<file path="src/rtl/gpio_irq_pkg.sv">
package gpio_irq_pkg;

  // Two-bit per-pin trigger code
  typedef enum logic [1:0] {
    TRIG_LVL_LOW  = 2'b00,
    TRIG_LVL_HIGH = 2'b01,
    TRIG_RISE     = 2'b10,
    TRIG_FALL     = 2'b11
  } trig_e;

  // Word indices (byte offset / 4)
  localparam int unsigned WI_DATA = 0;
  localparam int unsigned WI_DIR  = 1;
  localparam int unsigned WI_PAD  = 2;
  localparam int unsigned WI_CFGL = 3;
  localparam int unsigned WI_CFGH = 4;
  localparam int unsigned WI_MASK = 5;
  localparam int unsigned WI_STAT = 6;
  localparam int unsigned WI_BOTH = 7;

endpackage

</file>
<file path="src/rtl/gpio_pad_sync.sv">
module gpio_pad_sync #(
  parameter int WIDTH  = 32,
  parameter int STAGES = 2
) (
  input  logic             clk,
  input  logic             rst,
  input  logic [WIDTH-1:0] din,
  output logic [WIDTH-1:0] dout,
  output logic [WIDTH-1:0] dprev
);

  logic [WIDTH-1:0] chain [STAGES];
  logic [WIDTH-1:0] prev_q;

  always_ff @(posedge clk) begin
    if (rst) begin
      for (int s = 0; s < STAGES; s++) chain[s] <= '0;
      prev_q <= '0;
    end else begin
      chain[0] <= din;
      for (int s = 1; s < STAGES; s++) chain[s] <= chain[s-1];
      prev_q <= chain[STAGES-1];
    end
  end

  assign dout  = chain[STAGES-1];
  assign dprev = prev_q;

endmodule

</file>
<file path="src/rtl/gpio_pin_trigger.sv">
module gpio_pin_trigger
  import gpio_irq_pkg::*;
(
  input  logic [1:0] trig_cfg,
  input  logic       both_en,
  input  logic       cur,
  input  logic       prv,
  output logic       hit
);

  trig_e mode;
  assign mode = trig_e'(trig_cfg);

  always_comb begin
    if (both_en) begin
      hit = cur ^ prv;
    end else begin
      unique case (mode)
        TRIG_LVL_LOW:  hit = ~cur;
        TRIG_LVL_HIGH: hit = cur;
        TRIG_RISE:     hit = cur & ~prv;
        TRIG_FALL:     hit = ~cur & prv;
        default:       hit = 1'b0;
      endcase
    end
  end

endmodule

</file>
<file path="src/rtl/gpio_irq_port.sv">
module gpio_irq_port
  import gpio_irq_pkg::*;
#(
  parameter int DATA_W      = 32,
  parameter int ADDR_W      = 5,
  parameter int SYNC_STAGES = 2
) (
  input  logic              clk,
  input  logic              rst,
  input  logic [ADDR_W-1:0] bus_addr,
  input  logic              bus_we,
  input  logic [DATA_W-1:0] bus_wdata,
  output logic [DATA_W-1:0] bus_rdata,
  input  logic [DATA_W-1:0] pad_in,
  output logic [DATA_W-1:0] pad_out,
  output logic [DATA_W-1:0] pad_oe,
  output logic              irq_lo,
  output logic              irq_hi
);

  localparam int HALF   = DATA_W / 2;
  localparam int WIDX_W = ADDR_W - 2;

  logic [DATA_W-1:0] data_q, dir_q, cfgl_q, cfgh_q, mask_q, stat_q, both_q;
  logic [DATA_W-1:0] pad_sync, pad_prev, evt_vec, clr_vec;
  logic [WIDX_W-1:0] widx;
  logic              aligned;
  logic              wr_data, wr_dir, wr_cfgl, wr_cfgh, wr_mask, wr_stat, wr_both;

  assign widx    = bus_addr[ADDR_W-1:2];
  assign aligned = (bus_addr[1:0] == 2'b00);
  assign wr_data = bus_we && aligned && (widx == WIDX_W'(WI_DATA));
  assign wr_dir  = bus_we && aligned && (widx == WIDX_W'(WI_DIR));
  assign wr_cfgl = bus_we && aligned && (widx == WIDX_W'(WI_CFGL));
  assign wr_cfgh = bus_we && aligned && (widx == WIDX_W'(WI_CFGH));
  assign wr_mask = bus_we && aligned && (widx == WIDX_W'(WI_MASK));
  assign wr_stat = bus_we && aligned && (widx == WIDX_W'(WI_STAT));
  assign wr_both = bus_we && aligned && (widx == WIDX_W'(WI_BOTH));

  gpio_pad_sync #(.WIDTH(DATA_W), .STAGES(SYNC_STAGES)) u_sync (
    .clk   (clk),
    .rst   (rst),
    .din   (pad_in),
    .dout  (pad_sync),
    .dprev (pad_prev)
  );

  for (genvar i = 0; i < DATA_W; i++) begin : g_pin
    localparam int FPOS = 2 * (i % HALF);
    logic [1:0] fld;
    if (i < HALF) begin : g_lo
      assign fld = cfgl_q[FPOS +: 2];
    end else begin : g_hi
      assign fld = cfgh_q[FPOS +: 2];
    end
    gpio_pin_trigger u_trig (
      .trig_cfg (fld),
      .both_en  (both_q[i]),
      .cur      (pad_sync[i]),
      .prv      (pad_prev[i]),
      .hit      (evt_vec[i])
    );
  end

  assign clr_vec = wr_stat ? bus_wdata : '0;

  always_ff @(posedge clk) begin
    if (rst) begin
      data_q <= '0; dir_q <= '0; cfgl_q <= '0; cfgh_q <= '0;
      mask_q <= '0; stat_q <= '0; both_q <= '0;
      irq_lo <= 1'b0; irq_hi <= 1'b0;
    end else begin
      if (wr_data) data_q <= bus_wdata;
      if (wr_dir)  dir_q  <= bus_wdata;
      if (wr_cfgl) cfgl_q <= bus_wdata;
      if (wr_cfgh) cfgh_q <= bus_wdata;
      if (wr_mask) mask_q <= bus_wdata;
      if (wr_both) both_q <= bus_wdata;
      stat_q <= (stat_q & ~clr_vec) | evt_vec;
      irq_lo <= |(stat_q[HALF-1:0] & mask_q[HALF-1:0]);
      irq_hi <= |(stat_q[DATA_W-1:HALF] & mask_q[DATA_W-1:HALF]);
    end
  end

  always_ff @(posedge clk) begin
    if (rst) begin
      bus_rdata <= '0;
    end else begin
      unique case (widx)
        WIDX_W'(WI_DATA): bus_rdata <= data_q;
        WIDX_W'(WI_DIR):  bus_rdata <= dir_q;
        WIDX_W'(WI_PAD):  bus_rdata <= pad_sync;
        WIDX_W'(WI_CFGL): bus_rdata <= cfgl_q;
        WIDX_W'(WI_CFGH): bus_rdata <= cfgh_q;
        WIDX_W'(WI_MASK): bus_rdata <= mask_q;
        WIDX_W'(WI_STAT): bus_rdata <= stat_q;
        WIDX_W'(WI_BOTH): bus_rdata <= both_q;
        default:          bus_rdata <= '0;
      endcase
    end
  end

  assign pad_out = data_q;
  assign pad_oe  = dir_q;

  // a direction write reaches the enables on the next edge
  assert_dir_to_oe_R2: assert property (@(posedge clk) disable iff (rst)
    wr_dir |=> (pad_oe == $past(bus_wdata)));

  // with no event pending, every bit written as one is cleared
  assert_w1c_clears_R8: assert property (@(posedge clk) disable iff (rst)
    (wr_stat && evt_vec == '0) |=> ((stat_q & $past(bus_wdata)) == '0));

  // detected events always land in status, even under a clear
  assert_set_wins_R9: assert property (@(posedge clk) disable iff (rst)
    (|evt_vec) |=> ((stat_q & $past(evt_vec)) == $past(evt_vec)));

  // an interrupt line needs an enabled pin in its half
  assert_irq_lo_masked_R10: assert property (@(posedge clk) disable iff (rst)
    irq_lo |-> $past(|mask_q[HALF-1:0]));

  assert_irq_hi_masked_R10: assert property (@(posedge clk) disable iff (rst)
    irq_hi |-> $past(|mask_q[DATA_W-1:HALF]));

endmodule

</file>
<file path="config.mk">
export PLATFORM = sky130hd
export DESIGN_NAME = gpio_irq_port
export DESIGN_NICKNAME = d
export VERILOG_FILES = /design/src/rtl/gpio_irq_pkg.sv /design/src/rtl/gpio_pad_sync.sv /design/src/rtl/gpio_pin_trigger.sv /design/src/rtl/gpio_irq_port.sv
export SDC_FILE = /design/constraint.sdc
export NUM_CORES = 1
export LEC_CHECK = 0
export BUFFER_PORTS_ARGS = -buffer_cell sky130_fd_sc_hd__buf_2
export CAP_MARGIN = 15
export CORE_MARGIN = 2
export CORE_UTILIZATION = 48
export DETAILED_ROUTE_END_ITERATION = 8
export GPL_TIMING_DRIVEN = 0
export HOLD_SLACK_MARGIN = 0.15
export PLACE_DENSITY = 0.67
export SLEW_MARGIN = 10
export SYNTH_ARGS = -nofsm -noshare
export SYNTH_HDL_FRONTEND = slang
export SYNTH_SLANG_ARGS = --single-unit
</file>
<file path="constraint.sdc">
create_clock -name clk -period 1.6 [get_ports clk]
set_clock_uncertainty 0.2 [all_clocks]
set_input_delay 0.08 -clock clk [delete_from_list [all_inputs] [get_ports clk]]
set_output_delay 0.08 -clock clk [all_outputs]
set_load 0.005 [all_outputs]
</file>
==> results of run 1 <==
==> per-layer routing <==
| metal | share of wire, % | track usage [%] | vias to the layer above |
|---|---|---|---|
| li1 | - | - | 6987 |
| met1 | 41 | 43.2 | 7224 |
| met2 | 45 | 53.0 | 784 |
| met3 | 9.3 | 6.23 | 171 |
| met4 | 4.6 | 15.4 | 0 |
| met5 | 0 | 0 | - |
==> cell usage in the layout, fill, tap and decap left out, types with 2 or more instances in the layout <==
cell                            Yosys  final
sky130_fd_sc_hd__a211o_1           30     30
sky130_fd_sc_hd__a211oi_1          61     55
sky130_fd_sc_hd__a211oi_2           0      6
sky130_fd_sc_hd__a21oi_1          221    221
sky130_fd_sc_hd__a21oi_2           30     30
sky130_fd_sc_hd__a221oi_1           6      5
sky130_fd_sc_hd__a22o_1             6      6
sky130_fd_sc_hd__a22oi_1            4      4
sky130_fd_sc_hd__a31oi_1            4      4
sky130_fd_sc_hd__and3_1             4      4
sky130_fd_sc_hd__and3b_1            2      2
sky130_fd_sc_hd__buf_1              6      5
sky130_fd_sc_hd__buf_2             43    209
sky130_fd_sc_hd__buf_4             17     20
sky130_fd_sc_hd__buf_6              5      6
sky130_fd_sc_hd__bufinv_16          0      4
sky130_fd_sc_hd__clkbuf_1          55     57
sky130_fd_sc_hd__clkbuf_16          0     41
sky130_fd_sc_hd__clkbuf_2           1      7
sky130_fd_sc_hd__clkbuf_8           0     10
sky130_fd_sc_hd__clkinv_2           0      5
sky130_fd_sc_hd__dfxtp_1          354    351
sky130_fd_sc_hd__dfxtp_2            0      3
sky130_fd_sc_hd__dlygate4sd3_1      0    119
sky130_fd_sc_hd__ha_1              64     64
sky130_fd_sc_hd__inv_1             97     97
sky130_fd_sc_hd__mux2_2             2      2
sky130_fd_sc_hd__mux2i_1           94     94
sky130_fd_sc_hd__nand2_1          390    390
sky130_fd_sc_hd__nand2b_1           3      3
sky130_fd_sc_hd__nand3_1           34     33
sky130_fd_sc_hd__nand3b_1           3      3
sky130_fd_sc_hd__nor2_1            95     95
sky130_fd_sc_hd__nor2b_1          127    126
sky130_fd_sc_hd__nor2b_2            1      2
sky130_fd_sc_hd__nor3_1            32     32
sky130_fd_sc_hd__o22ai_1           32     32
sky130_fd_sc_hd__o31ai_1            2      2
sky130_fd_sc_hd__o32ai_1           32     32
==> tightest hold or removal path, cell delays in order <==
cell and delay (ps):
sky130_fd_sc_hd__buf_2 110, sky130_fd_sc_hd__nor3b_4 70, sky130_fd_sc_hd__nor3b_2 240, sky130_fd_sc_hd__nand2_1 90, sky130_fd_sc_hd__a21oi_1 50
==> kinds of logic (layout without fill, tap and decap cells) <==
kind of cell / after synthesis / count (layout) / synth area share [%]
AND/OR/NAND/NOR: 698 / 698 / 19.8
AO/OA/AOI/OAI: 430 / 430 / 17.5
flip-flops: 354 / 354 / 45.0
buffers and inverters: 224 / 582 / 6.33
multiplexers: 96 / 96 / 6.12
adder cells (fa/ha/maj): 64 / 64 / 5.09
XOR/XNOR: 2 / 2 / 0.111
==> worst max-delay path by stage <==
stage                             from                        to  slack (ps)
4_1_cts        cfgl_q[19]$_SDFFE_PP0P_  bus_rdata[19]$_SDFF_PP0_          10
6_report                   bus_addr[3]  bus_rdata[15]$_SDFF_PP0_         -30
3_5_place_dp               bus_addr[2]  bus_rdata[15]$_SDFF_PP0_        -670
3_3_place_gp               bus_addr[4]  bus_rdata[15]$_SDFF_PP0_        -620
5_1_grt                    bus_addr[0]   cfgl_q[31]$_SDFFE_PP0P_         -20
2_1_floorplan              bus_addr[3]  bus_rdata[29]$_SDFF_PP0_         170
==> metrics by stage <==
| stage | setup TNS [ps] | cells |
|---|---|---|
| 2_1_floorplan | 0 | 1868 |
| 3_3_place_gp | -59480 | 2477 |
| 3_5_place_dp | -66160 | 2477 |
| 4_1_cts | 0 | 2665 |
| 5_1_grt | -31.6 | 2668 |
| 6_report | -39.5 | 2668 |
==> flip-flops by register name, indices dropped and copies added, names as in the netlist <==
register / flops
cfgl_q: 32
cfgh_q: 32
u_sync.dprev: 32
mask_q: 32
irq_lo: 1
stat_q: 32
bus_rdata: 32
both_q: 32
pad_oe: 32
pad_out: 32
u_sync.chain: 64
irq_hi: 1
==> what timing repair did <==
action                     4_1_cts  5_1_grt
setup buffers                    0        3
gates resized for setup          5       20
pin swaps                        1        3
setup endpoints to repair        4       29
hold endpoints to repair       278        5
gates cloned                     0        0
==> power breakdown <==
part | internal, mW | switching (mW) | leakage, nW
Clock | 5.79 | 3.71 | 0.666
Combinational | 0.706 | 1.04 | 4.13
Sequential | 9.04 | 0.199 | 2.89
Total | 15.5 | 4.95 | 7.68
==> layout make-up <==
class | count | area, µm² | share of cell area [%]
Sequential cell | 354 | 7090 | 35.9
Buffer | 127 | 647 | 3.27
Timing Repair Buffer | 289 | 2050 | 10.4
Clock buffer | 58 | 1190 | 6.02
Inverter | 97 | 364 | 1.84
Tap cell | 442 | 553 | 2.80
Clock inverter | 11 | 161 | 0.817
Multi-Input combinational cell | 1290 | 7700 | 39.0
==> PnR_summary.wiki, run 1 <==
{| class="wikitable"
! Metric !! Value
|-
| Result of the run || complete, but fails checks
|-
| Violations in the final reports || hold timing, setup timing
|-
| IO Pins || 170
|-
| Count of hold-fix buffers inserted at cts || approximately 120
|-
| Top cell type by total area after synthesis || sky130_fd_sc_hd__dfxtp_1
|-
| Biggest area contributors in the synthesized netlist || sky130_fd_sc_hd__dfxtp_1 (45%), sky130_fd_sc_hd__nand2_1 (9.3%), sky130_fd_sc_hd__a21oi_1 (7.0%)
|-
| Avg WL per Cell || approximately 21 µm
|-
| Final critical-path required period || roughly 1600 ps
|-
| Leakage || roughly 7.7 nW
|-
| Dominant cell by count in the synthesized netlist || sky130_fd_sc_hd__nand2_1
|-
| Count of nets after finishing || about 2,300
|-
| Hold Vio Cnt, Final || 2
|-
| Unique cell type count in the Yosys netlist || 43
|-
| Vias in the first global route || around 15,000
|-
| Number of antenna violations at the first check in global routing || 0
|-
| Total die area || 34,300 µm²
|-
| Share of the synthesized area in the top cell type || between 40% and 50%
|-
| Total DRC errors in the routed layout || 0
|-
| Post-place instance area || ~17,000 µm²
|-
| Launch point of the worst reg-to-reg path || cfgl_q[20]$_SDFFE_PP0P_
|-
| End point of the worst hold path || pad_oe[31]$_SDFFE_PP0P_
|-
| Wire length of the first global-routing pass || around 85,000 µm
|-
| Violation count after the first detailed-route iteration || 1,551
|-
| Post-synth net total || 2,004
|-
| Mean Syn Cell Area || between 8 and 9 µm²
|-
| Stages on the worst setup path || 6
|-
| Height of the die || 185 µm
|-
| Total clock sinks || approximately 350
|-
| Hold_ws || -45.9 ps
|-
| Worst path cell trace || buf_6 > buf_2 > buf_1 > o32ai_1 > a211oi_2 > nor3_1
|-
| Antenna viol nets, final || 0
|-
| Post-synthesis register bit count || ~350
|-
| Buffers added on ports || 167
|-
| Final-report setup violation count || 3
|-
| Average via count per standard cell || 5.68
|-
| Total of fill cells in the finished design || between 2,000 and 3,000
|-
| Number of synthesized flops with an enable pin || 0
|-
| Critical path arrival || between 1500 and 2000 ps
|-
| Register area share after synthesis || between 40 and 50%
|-
| CTS clock-pin slew for the worst setup and hold paths || 60 ps
|-
| Number of antenna cells inserted || 0
|-
| Final number of max-transition violations || 0
|-
| Max Root-Sink Buffers || 3
|-
| Maximum Capacitance Violations || 0
|-
| Total design power || 20.5 mW
|-
| Longest individual stage delay on the worst path || about 570 ps
|-
| Critical Path Fanout Max || 10
|-
| Hold path depth || 5
|-
| Root Buffer Master || sky130_fd_sc_hd__clkbuf_16
|-
| Clk_lat worst skew || 530 ps
|-
| Share of the clock period used by the worst path after layout || 102%
|-
| Required time worst endpoint || between 1500 and 2000 ps
|-
| Most instantiated flip-flop cell in the synthesis netlist || sky130_fd_sc_hd__dfxtp_1
|-
| Cell area after technology mapping || between 15,000 and 20,000 µm²
|-
| Via total after detailed routing || roughly 15,000
|-
| Growth of design area from synthesis to finish || 25.5%
|-
| Synth top cells by count || sky130_fd_sc_hd__nand2_1 (390), sky130_fd_sc_hd__dfxtp_1 (354), sky130_fd_sc_hd__a21oi_1 (221), sky130_fd_sc_hd__nor2b_1 (127), sky130_fd_sc_hd__inv_1 (97)
|-
| Max frequency || between 600 and 700 MHz
|-
| Critical path class || in -> reg
|-
| Setup slack after placement || -668 ps
|-
| Critical register-to-register path endpoint || bus_rdata[20]$_SDFF_PP0_
|-
| TritonCTS clock tree || done
|-
| Startpoint class of the critical path || input port
|-
| Starting Density || around half
|-
| Tightest Hold Check Type || in -> reg
|-
| Worst Reg2Reg Path Length in Cells || 4
|-
| GRT Overall Usage || between 30% and 40%
|-
| Power density over the cells || 1040 nW/µm²
|-
| Level count of the clock H-tree || 2
|-
| Number of buffers created by CTS || 39
|-
| Worst slew margin relative to its limit || ~29%
|-
| CP Capture Type || register
|-
| Origin of the worst min-delay path || bus_addr[1]
|-
| Final HPWL DP || between 40,000 and 50,000 µm
|-
| Buffers and inverters on the worst path || 3
|-
| Cell row count || 66
|-
| Horiz. Die Dim || 185 µm
|-
| Reg-to-reg setup timing slack || -10 ps
|-
| Area of the core || around 32,000 µm²
|-
| Syn. warnings || 0
|-
| Largest net degree at the start of global routing || 14
|-
| Slowest CP cell || sky130_fd_sc_hd__buf_1
|-
| Kind of cell adding the most delay to the critical path || buffers and inverters
|-
| GRT overflow || 0
|-
| Async set-or-reset flop fraction in the synthesized netlist || 0%
|-
| Final cell utilization of the core || 60.9%
|-
| Gate Count Post-Synth || about 1,900
|-
| Initial DRT Pass Iterations || 5
|-
| Non-Filler Cell Area, Final || 19,800 µm²
|-
| Slew of the pin with the lowest slew margin || approximately 1100 ps
|-
| Max VDD drop || 0.824 mV
|-
| Post-layout worst setup margin || -26.2 ps
|-
| Routed wire length || between 50,000 and 60,000 µm
|-
| Final GP Congestion || 0.957
|-
| Fraction of final layout cells with drive strength greater than 1 || 15.8%
|}
(Power assumes the default switching activity.)
==> inputs of run 2 (changes only) <==
--- a/config.mk
+++ b/config.mk
@@ -9,10 +9,12 @@
 export CAP_MARGIN = 15
 export CORE_MARGIN = 2
 export CORE_UTILIZATION = 48
+export CTS_CLUSTER_DIAMETER = 40
 export DETAILED_ROUTE_END_ITERATION = 8
 export GPL_TIMING_DRIVEN = 0
 export HOLD_SLACK_MARGIN = 0.15
 export PLACE_DENSITY = 0.67
+export SETUP_SLACK_MARGIN = 0.02
 export SLEW_MARGIN = 10
 export SYNTH_ARGS = -nofsm -noshare
 export SYNTH_HDL_FRONTEND = slang
==> run 2 against run 1 <==
Compared with the run above:
- the flow still finishes with violations (hold timing, setup timing)
- wire length up 0.50%
- maximum frequency rose by 1.2%
- sequential cell count unchanged
- non-clock buffer count up 3
- global-route usage increased by 0.31 points
- combinational power barely moved
- count of clock-buffer cells in the layout did not move
- highest routed layer unchanged
==> PnR_summary.wiki, run 2 (synthesized netlist as in run 1, its figures left out) <==
{| class="wikitable"
! Metric !! Value
|-
| Setup Total Neg Slack || -9.58 ps (+29.9 ps)
|-
| Final cell utilization of the core || 61.8% (+0.91 points)
|-
| GRT Overall Usage || 33.4% (+0.31 points)
|-
| Final HPWL DP || 40,700 µm (unchanged)
|-
| Part of the total power dissipated in the clock network || 48.9% (+2.5 points)
|-
| Total net switching power || 5.37 mW (+8.6%)
|-
| Cell row count || 66 (unchanged)
|-
| RSZ-0062 raised after global routing || no
|-
| Horiz. Die Dim || 185 µm (unchanged)
|-
| Proportion of power drawn by combinational gates || 8.2% (-0.3 points)
|-
| Hold path depth || 5 (unchanged)
|-
| Largest net degree at the start of global routing || 14 (unchanged)
|-
| Most used cells in the layout excluding fill and tap cells || sky130_fd_sc_hd__nand2_1 (390), sky130_fd_sc_hd__dfxtp_1 (347), sky130_fd_sc_hd__a21oi_1 (221)
|-
| Average via count per standard cell || 5.67 (-0.19%)
|-
| Startpoint class of the critical path || input port
|-
| Wire length of the first global-routing pass || 85,900 µm (+0.80%)
|-
| Height of the die || 185 µm (unchanged)
|-
| Hold Vio Cnt, Final || 2 (unchanged)
|-
| Sequential Power Share || 42.9% (-2.2 points)
|-
| Internal Pwr Total || 16.2 mW (+4.0%)
|-
| Setup slack after placement || -668 ps (unchanged)
|-
| Total DRC errors in the routed layout || 0 (unchanged)
|-
| Routed wire length || 57,600 µm (+0.50%)
|-
| Number of antenna cells inserted || 0 (unchanged)
|-
| Final GP Congestion || 0.957 (unchanged)
|-
| Violations in the final reports || hold timing, setup timing
|-
| Total clock sinks || 354 (unchanged)
|-
| CP Capture Type || register
|-
| Power density over the cells || 1070 nW/µm² (+3.6%)
|-
| Clk_lat worst skew || 550 ps (+20 ps)
|-
| Tightest Hold Check Type || in -> reg
|-
| Number of buffers created by CTS || 48 (+23%)
|-
| GRT overflow || 0 (unchanged)
|-
| Slowest CP cell || sky130_fd_sc_hd__clkbuf_1
|-
| Worst Reg2Reg Path Length in Cells || 4 (unchanged)
|-
| Initial DRT Pass Iterations || 5 (unchanged)
|-
| Antenna viol nets, final || 0 (unchanged)
|-
| Most common cell after layout, fill and taps aside || sky130_fd_sc_hd__nand2_1
|-
| Kind of cell adding the most delay to the critical path || buffers and inverters
|-
| Result of the run || complete, but fails checks
|-
| Slew of the pin with the lowest slew margin || 1070 ps (+1.49 ps)
|-
| Count of nets after finishing || 2,346 (+0.51%)
|-
| Via total after detailed routing || 15,200 (+0.49%)
|-
| Longest individual stage delay on the worst path || 540 ps (-30 ps)
|-
| Share of the clock period used by the worst path after layout || 100% (-1.2 points)
|-
| Starting Density || 48.5% (unchanged)
|-
| Critical path arrival || 1800 ps (about the same)
|-
| Area of the core || 32,500 µm² (unchanged)
|-
| Maximum Capacitance Violations || 0 (unchanged)
|-
| Max frequency || 622 MHz (+1.2%)
|-
| Post-layout worst setup margin || -6.72 ps (+19.5 ps)
|-
| Required time worst endpoint || 1790 ps (about the same)
|-
| Non-Filler Cell Area, Final || 20,100 µm² (+1.5%)
|-
| Buffers added on ports || 167 (unchanged)
|-
| Stages on the worst setup path || 6 (unchanged)
|-
| Final-report setup violation count || 2 (-1)
|-
| Register bank with the most flops || u_sync.chain
|-
| Final critical-path required period || 1610 ps (-19.5 ps)
|-
| Max Root-Sink Buffers || 3 (unchanged)
|-
| Number of antenna violations at the first check in global routing || 0 (unchanged)
|-
| Number of flip-flops under the largest register name || 64 (unchanged)
|-
| CTS clock-pin slew for the worst setup and hold paths || 60 ps (about the same)
|-
| Leakage || 7.78 nW (+1.3%)
|-
| Fraction of final layout cells with drive strength greater than 1 || 16.9% (+1.1 points)
|-
| Net switching fraction of the power || 24.9% (+0.79 points)
|-
| Worst path cell trace || buf_6 > buf_2 > clkbuf_1 > o32ai_1 > a211oi_1 > nor3_1
|-
| Vias in the first global route || 14,700 (+0.76%)
|-
| Total die area || 34,300 µm² (unchanged)
|-
| Avg WL per Cell || 21.5 µm (-0.17%)
|-
| IO Pins || 170 (unchanged)
|-
| Critical path class || in -> reg
|-
| TritonCTS clock tree || done
|-
| Root Buffer Master || sky130_fd_sc_hd__clkbuf_16
|-
| Worst slew margin relative to its limit || 28.7% (-0.099 points)
|-
| Max VDD drop || 0.923 mV (+12%)
|-
| Violation count after the first detailed-route iteration || 1,475 (-4.9%)
|-
| Final number of max-transition violations || 0 (unchanged)
|-
| Buffers and inverters on the worst path || 3 (unchanged)
|-
| Growth of design area from synthesis to finish || 27.4%
|-
| Post-place instance area || 17,100 µm² (unchanged)
|-
| Hold_ws || -19.9 ps (+26.1 ps)
|-
| Critical Path Fanout Max || 10 (unchanged)
|-
| Count of hold-fix buffers inserted at cts || 122 (+2.5%)
|-
| Level count of the clock H-tree || 2 (unchanged)
|}
## run 2: changes by cell type in the layout (fill, tap and decap cells not counted), sizes merged
cell / change
inv: +4
bufinv: -1
buf: -1
dlygate4sd3: +3
clkbuf: +1
clkinvlp: +8
clkinv: +4
## run 2: final timing paths
kind / startpoint / end / slack [ps]
max reg2reg: cfgl_q[15]$_SDFFE_PP0P_ / bus_rdata[15]$_SDFF_PP0_ / 0
max: bus_addr[3] / bus_rdata[23]$_SDFF_PP0_ / -7
min reg2reg: u_sync.chain[0][5]$_SDFF_PP0_ / u_sync.chain[0][37]$_SDFF_PP0_ / 230
min: bus_addr[3] / pad_oe[31]$_SDFFE_PP0P_ / -20
## run 2: final cells by class
| class | count | area, µm² |
|---|---|---|
| inverters | 97 | 364 |
| flip-flops and latches | 354 | 7100 |
| repair buffers | 292 | 2080 |
| clock buffers | 58 | 1320 |
| plain buffers | 127 | 646 |
| well taps | 442 | 553 |
| clock inverters | 26 | 267 |
| fillers | 2848 | 12400 |
| multi-input cells | 1290 | 7730 |
## run 2: through the flow
step | total power, mW | hold slack [ps] | instances
6_report | 21.5 | -19.9 | 2686
5_1_grt | 22.2 | -26.0 | 2686
4_1_cts | 21.5 | -85.7 | 2683
3_5_place_dp | 10.9 | 93.3 | 2477
3_3_place_gp | 10.9 | 89.7 | 2477
2_1_floorplan | 10.2 | 8.18 | 1868
## run 2: per-layer routing
metal | routed length (µm) | part of all wire, % | vias up | track usage, %
met3 | 5530 | 9.6 | 162 | 6.49
met2 | 26200 | 45 | 833 | 53.7
li1 | - | - | 7006 | -
met4 | 2410 | 4.2 | 0 | 14.6
met1 | 23500 | 41 | 7239 | 43.7
met5 | 0 | 0 | - | 0
## run 2: worst reg2reg max path, delay by kind of cell (launching register included)
kind             cells  cell delay, ps
AND/OR/NAND/NOR      1             100
flip-flops           1             350
AO/OA/AOI/OAI        2             570
multiplexers         1             220
## run 2: power by group through the flow
stage	clock network, mW	logic [mW]	registers (mW)
floorplan	0	0.836	9.35
global placement	0	1.44	9.42
detailed placement	0	1.47	9.42
CTS	10.6	1.70	9.24
global route	11.0	1.87	9.26
finish	10.5	1.76	9.25
## run 2: what timing repair did
action / CTS / global route
endpoints found under the hold margin: 280 / 5
buffers inserted: 0 / 3
endpoints found under the setup margin: 6 / 29
resized for setup: 7 / 27
pin swaps: 2 / 3
==> inputs of run 3 (changes only) <==
--- a/config.mk
+++ b/config.mk
@@ -18,4 +18,5 @@
 export SLEW_MARGIN = 10
 export SYNTH_ARGS = -nofsm -noshare
 export SYNTH_HDL_FRONTEND = slang
+export SYNTH_HIERARCHICAL = 1
 export SYNTH_SLANG_ARGS = --single-unit
==> run 3 against run 2 <==
Compared with the run above:
- the run still ends with hold timing, setup timing left
- utilization rose by 1.1 points
- sequential cell count unchanged
- sequential power is essentially flat
- final cell count down 0.52%
- non-clock buffer count grew 9
- critical path depth decreased by 2
- largest power group unchanged
==> PnR_summary.wiki, run 3 <==
{| class="wikitable"
! Metric !! Value
|-
| Post-layout worst setup margin || -23.7 ps (-17.0 ps)
|-
| Post-synthesis register bit count || 354 (unchanged)
|-
| Top cell type by total area after synthesis || sky130_fd_sc_hd__dfxtp_1
|-
| Violation count after the first detailed-route iteration || 1,512 (+2.5%)
|-
| Reg-to-reg setup timing slack || 10 ps (about the same)
|-
| Count of nets after finishing || 2,321 (-1.1%)
|-
| Proportion of power drawn by combinational gates || 8.5% (+0.3 points)
|-
| Part of the total power dissipated in the clock network || 50.6% (+1.7 points)
|-
| Final critical-path required period || 1620 ps (+17.0 ps)
|-
| RSZ-0062 raised after global routing || yes
|-
| Root Buffer Master || sky130_fd_sc_hd__clkbuf_16
|-
| Hold_ws || -263 ps (-243 ps)
|-
| Synth top cells by count || sky130_fd_sc_hd__nand2_1 (420), sky130_fd_sc_hd__dfxtp_1 (354), sky130_fd_sc_hd__a21oi_1 (287), sky130_fd_sc_hd__nor2b_1 (98), sky130_fd_sc_hd__inv_1 (97)
|-
| Synth Area in Compound Gates || 14.0% (-3.5 points)
|-
| Launch point of the worst reg-to-reg path || u_sync/dprev[15]$_SDFF_PP0_
|-
| Syn. warnings || 6 (+6)
|-
| Xor and xnor area share after synthesis || 1.74% (+1.6 points)
|-
| Worst slew margin relative to its limit || 40.1% (+11 points)
|-
| Initial DRT Pass Iterations || 6 (+1)
|-
| Total die area || 35,000 µm² (+2.1%)
|-
| Post-place instance area || 17,500 µm² (+2.2%)
|-
| Leakage || 7.96 nW (+2.4%)
|-
| Final-report setup violation count || 1 (-1)
|-
| Total clock sinks || 354 (unchanged)
|-
| Share of the clock period used by the worst path after layout || 101% (+1.1 points)
|-
| Buffers added on ports || 168 (+0.60%)
|-
| TritonCTS clock tree || done
|-
| IO Pins || 170 (unchanged)
|-
| Fraction of final layout cells with drive strength greater than 1 || 25.7% (+8.8 points)
|-
| Async set-or-reset flop fraction in the synthesized netlist || 0% (unchanged)
|-
| Total design power || 22.6 mW (+4.9%)
|-
| Required time worst endpoint || 1780 ps (about the same)
|-
| Violations in the final reports || hold timing, setup timing
|-
| Mean Syn Cell Area || 8.64 µm² (+2.5%)
|-
| End point of the worst hold path || pad_out[6]$_SDFFE_PP0P_
|-
| Most common cell after layout, fill and taps aside || sky130_fd_sc_hd__nand2_1
|-
| Result of the run || complete, but fails checks
|-
| Share of the synthesized area in the top cell type || 44.1% (-0.93 points)
|-
| Total net switching power || 5.44 mW (+1.3%)
|-
| Proportion of synthesized area in mux cells || 8.58% (+2.5 points)
|-
| Number of synthesized flops with an enable pin || 0 (unchanged)
|-
| Level count of the clock H-tree || 2 (unchanged)
|-
| Setup Total Neg Slack || -23.7 ps (-14.1 ps)
|-
| Max VDD drop || 0.830 mV (-10%)
|-
| Vias in the first global route || 14,000 (-4.8%)
|-
| Internal Pwr Total || 17.1 mW (+6.1%)
|-
| Cell row count || 67 (+1.5%)
|-
| Power density over the cells || 1080 nW/µm² (+0.52%)
|-
| Most instantiated flip-flop cell in the synthesis netlist || sky130_fd_sc_hd__dfxtp_1
|-
| Unique cell type count in the Yosys netlist || 35 (-19%)
|-
| GRT Overall Usage || 31.5% (-1.9 points)
|-
| Gate Count Post-Synth || 1,861 (-0.37%)
|-
| Simple-gate area share of the yosys netlist || 19.3% (-0.44 points)
|-
| Critical register-to-register path endpoint || stat_q[15]$_SDFF_PP0_
|-
| CP Capture Type || register
|-
| Growth of design area from synthesis to finish || 30.2%
|-
| Average via count per standard cell || 5.56 (-1.9%)
|-
| Critical Path Fanout Max || 10 (unchanged)
|-
| Worst Reg2Reg Path Length in Cells || 7 (+3)
|-
| Hold path depth || 4 (-1)
|-
| Net switching fraction of the power || 24.1% (-0.85 points)
|-
| Final GP Congestion || 0.956 (-0.11%)
|-
| Final cell utilization of the core || 62.9% (+1.1 points)
|-
| Setup slack after placement || -867 ps (-198 ps)
|-
| Routed wire length || 56,600 µm (-1.7%)
|-
| Number of flip-flops under the largest register name || 64 (unchanged)
|-
| Starting Density || 48.3% (-0.21 points)
|-
| Critical path arrival || 1810 ps (about the same)
|-
| Final number of max-transition violations || 0 (unchanged)
|-
| Non-Filler Cell Area, Final || 20,900 µm² (+4.3%)
|-
| Wire length of the first global-routing pass || 83,800 µm (-2.4%)
|-
| Number of buffers created by CTS || 47 (-2.1%)
|-
| Maximum Capacitance Violations || 0 (unchanged)
|-
| Sequential Power Share || 41.0% (-1.9 points)
|-
| Number of antenna violations at the first check in global routing || 1 (+1)
|-
| Area of the core || 33,300 µm² (+2.5%)
|-
| Max Root-Sink Buffers || 3 (unchanged)
|-
| Count of hold-fix buffers inserted at cts || 108 (-11%)
|-
| Most used cells in the layout excluding fill and tap cells || sky130_fd_sc_hd__nand2_1 (399), sky130_fd_sc_hd__dfxtp_1 (307), sky130_fd_sc_hd__a21oi_1 (261)
|-
| Dominant cell by count in the synthesized netlist || sky130_fd_sc_hd__nand2_1
|-
| Cell area after technology mapping || 16,100 µm² (+2.1%)
|-
| Via total after detailed routing || 14,900 (-2.5%)
|-
| Startpoint class of the critical path || input port
|-
| Instance count after placement with tap cells included || 2,477 (unchanged)
|-
| GRT overflow || 0 (unchanged)
|-
| Post-synthesis share of cell area spent on full adders, half adders and majority gates || 4.98% (-0.10 points)
|-
| Height of the die || 187 µm (+1.0%)
|-
| Biggest area contributors in the synthesized netlist || sky130_fd_sc_hd__dfxtp_1 (44%), sky130_fd_sc_hd__nand2_1 (9.8%), sky130_fd_sc_hd__a21oi_1 (8.9%)
|-
| Max frequency || 616 MHz (-1.0%)
|-
| Largest family of logic cells by synthesized area || simple AND/OR/NAND/NOR gates
|-
| Final instance count without filler cells || 2,672 (-0.52%)
|-
| Final HPWL DP || 41,200 µm (+1.1%)
|-
| Hold Vio Cnt, Final || 35 (+33)
|-
| Horiz. Die Dim || 187 µm (+1.0%)
|-
| Critical path class || in -> reg
|-
| Antenna viol nets, final || 0 (unchanged)
|-
| Post-synth net total || 1,997 (-0.35%)
|-
| Tightest Hold Check Type || in -> reg
|-
| Total DRC errors in the routed layout || 0 (unchanged)
|-
| Largest net degree at the start of global routing || 14 (unchanged)
|-
| Register area share after synthesis || 44.1% (-0.93 points)
|-
| Slew of the pin with the lowest slew margin || 899 ps (-171 ps)
|-
| Origin of the worst min-delay path || bus_addr[0]
|-
| Register bank with the most flops || u_sync/chain
|-
| Avg WL per Cell || 21.2 µm (-1.2%)
|-
| Clk_lat worst skew || 570 ps (+20 ps)
|-
| CTS clock-pin slew for the worst setup and hold paths || 60 ps (about the same)
|}
run 3: critical path, cell delays in order:
cell and delay, ps:
sky130_fd_sc_hd__clkbuf_1 340, sky130_fd_sc_hd__clkbuf_1 570, sky130_fd_sc_hd__clkbuf_1 630, sky130_fd_sc_hd__a21oi_1 180
run 3: cell families after synthesis:
group                    after synthesis
AND/OR/NAND/NOR                      693
AO/OA/AOI/OAI                        373
flip-flops                           354
buffers and inverters                250
multiplexers                          95
adder cells (fa/ha/maj)               64
XOR/XNOR                              32
run 3: worst max path at each step:
stage / end / cells after the start / start
2_1_floorplan: pad_out[7]$_SDFFE_PP0P_ / 7 / bus_addr[3]
3_3_place_gp: bus_rdata[28]$_SDFF_PP0_ / 8 / bus_addr[3]
3_5_place_dp: bus_rdata[25]$_SDFF_PP0_ / 7 / bus_addr[4]
4_1_cts: bus_rdata[2]$_SDFF_PP0_ / 4 / cfgh_q[2]$_SDFFE_PP0P_
5_1_grt: bus_rdata[10]$_SDFF_PP0_ / 4 / stat_q[10]$_SDFF_PP0_
6_report: cfgl_q[20]$_SDFFE_PP0P_ / 4 / rst
run 3: repair_timing:
item | CTS | global route
setup buffers | 15 | 6
hold endpoints to repair | 337 | 71
resized for setup | 102 | 159
pin swaps | 2 | 14
endpoints found under the setup margin | 185 | 141
run 3: cell type report:
cell class | count | area, µm²
clock buffer | 61 | 1310
timing repair buffer | 297 | 2080
fill | 2819 | 12400
buffer | 131 | 761
antenna | 1 | 2.50
multi-input combinational | 1257 | 8270
inverter | 97 | 364
clock inverter | 26 | 395
tap | 448 | 561
sequential | 354 | 7170
run 3: power groups by stage:
stage | sequential (mW) | combinational (mW) | clock, mW
after floorplan | 9.34 | 0.919 | 0
after global placement | 9.40 | 1.52 | 0
after detailed placement | 9.40 | 1.55 | 0
after CTS | 9.23 | 1.82 | 11.5
after global routing | 9.26 | 2.02 | 11.9
final | 9.25 | 1.91 | 11.4
run 3: per-layer routing:
metal,share of wire (%),wire length [µm],vias to the layer above,GRT usage (%)
met5,0,0,-,0
met4,3.9,2220,0,12.7
met2,43,24100,863,46.8
li1,-,-,6838,-
met3,13,7090,139,8.01
met1,41,23200,7026,43.6
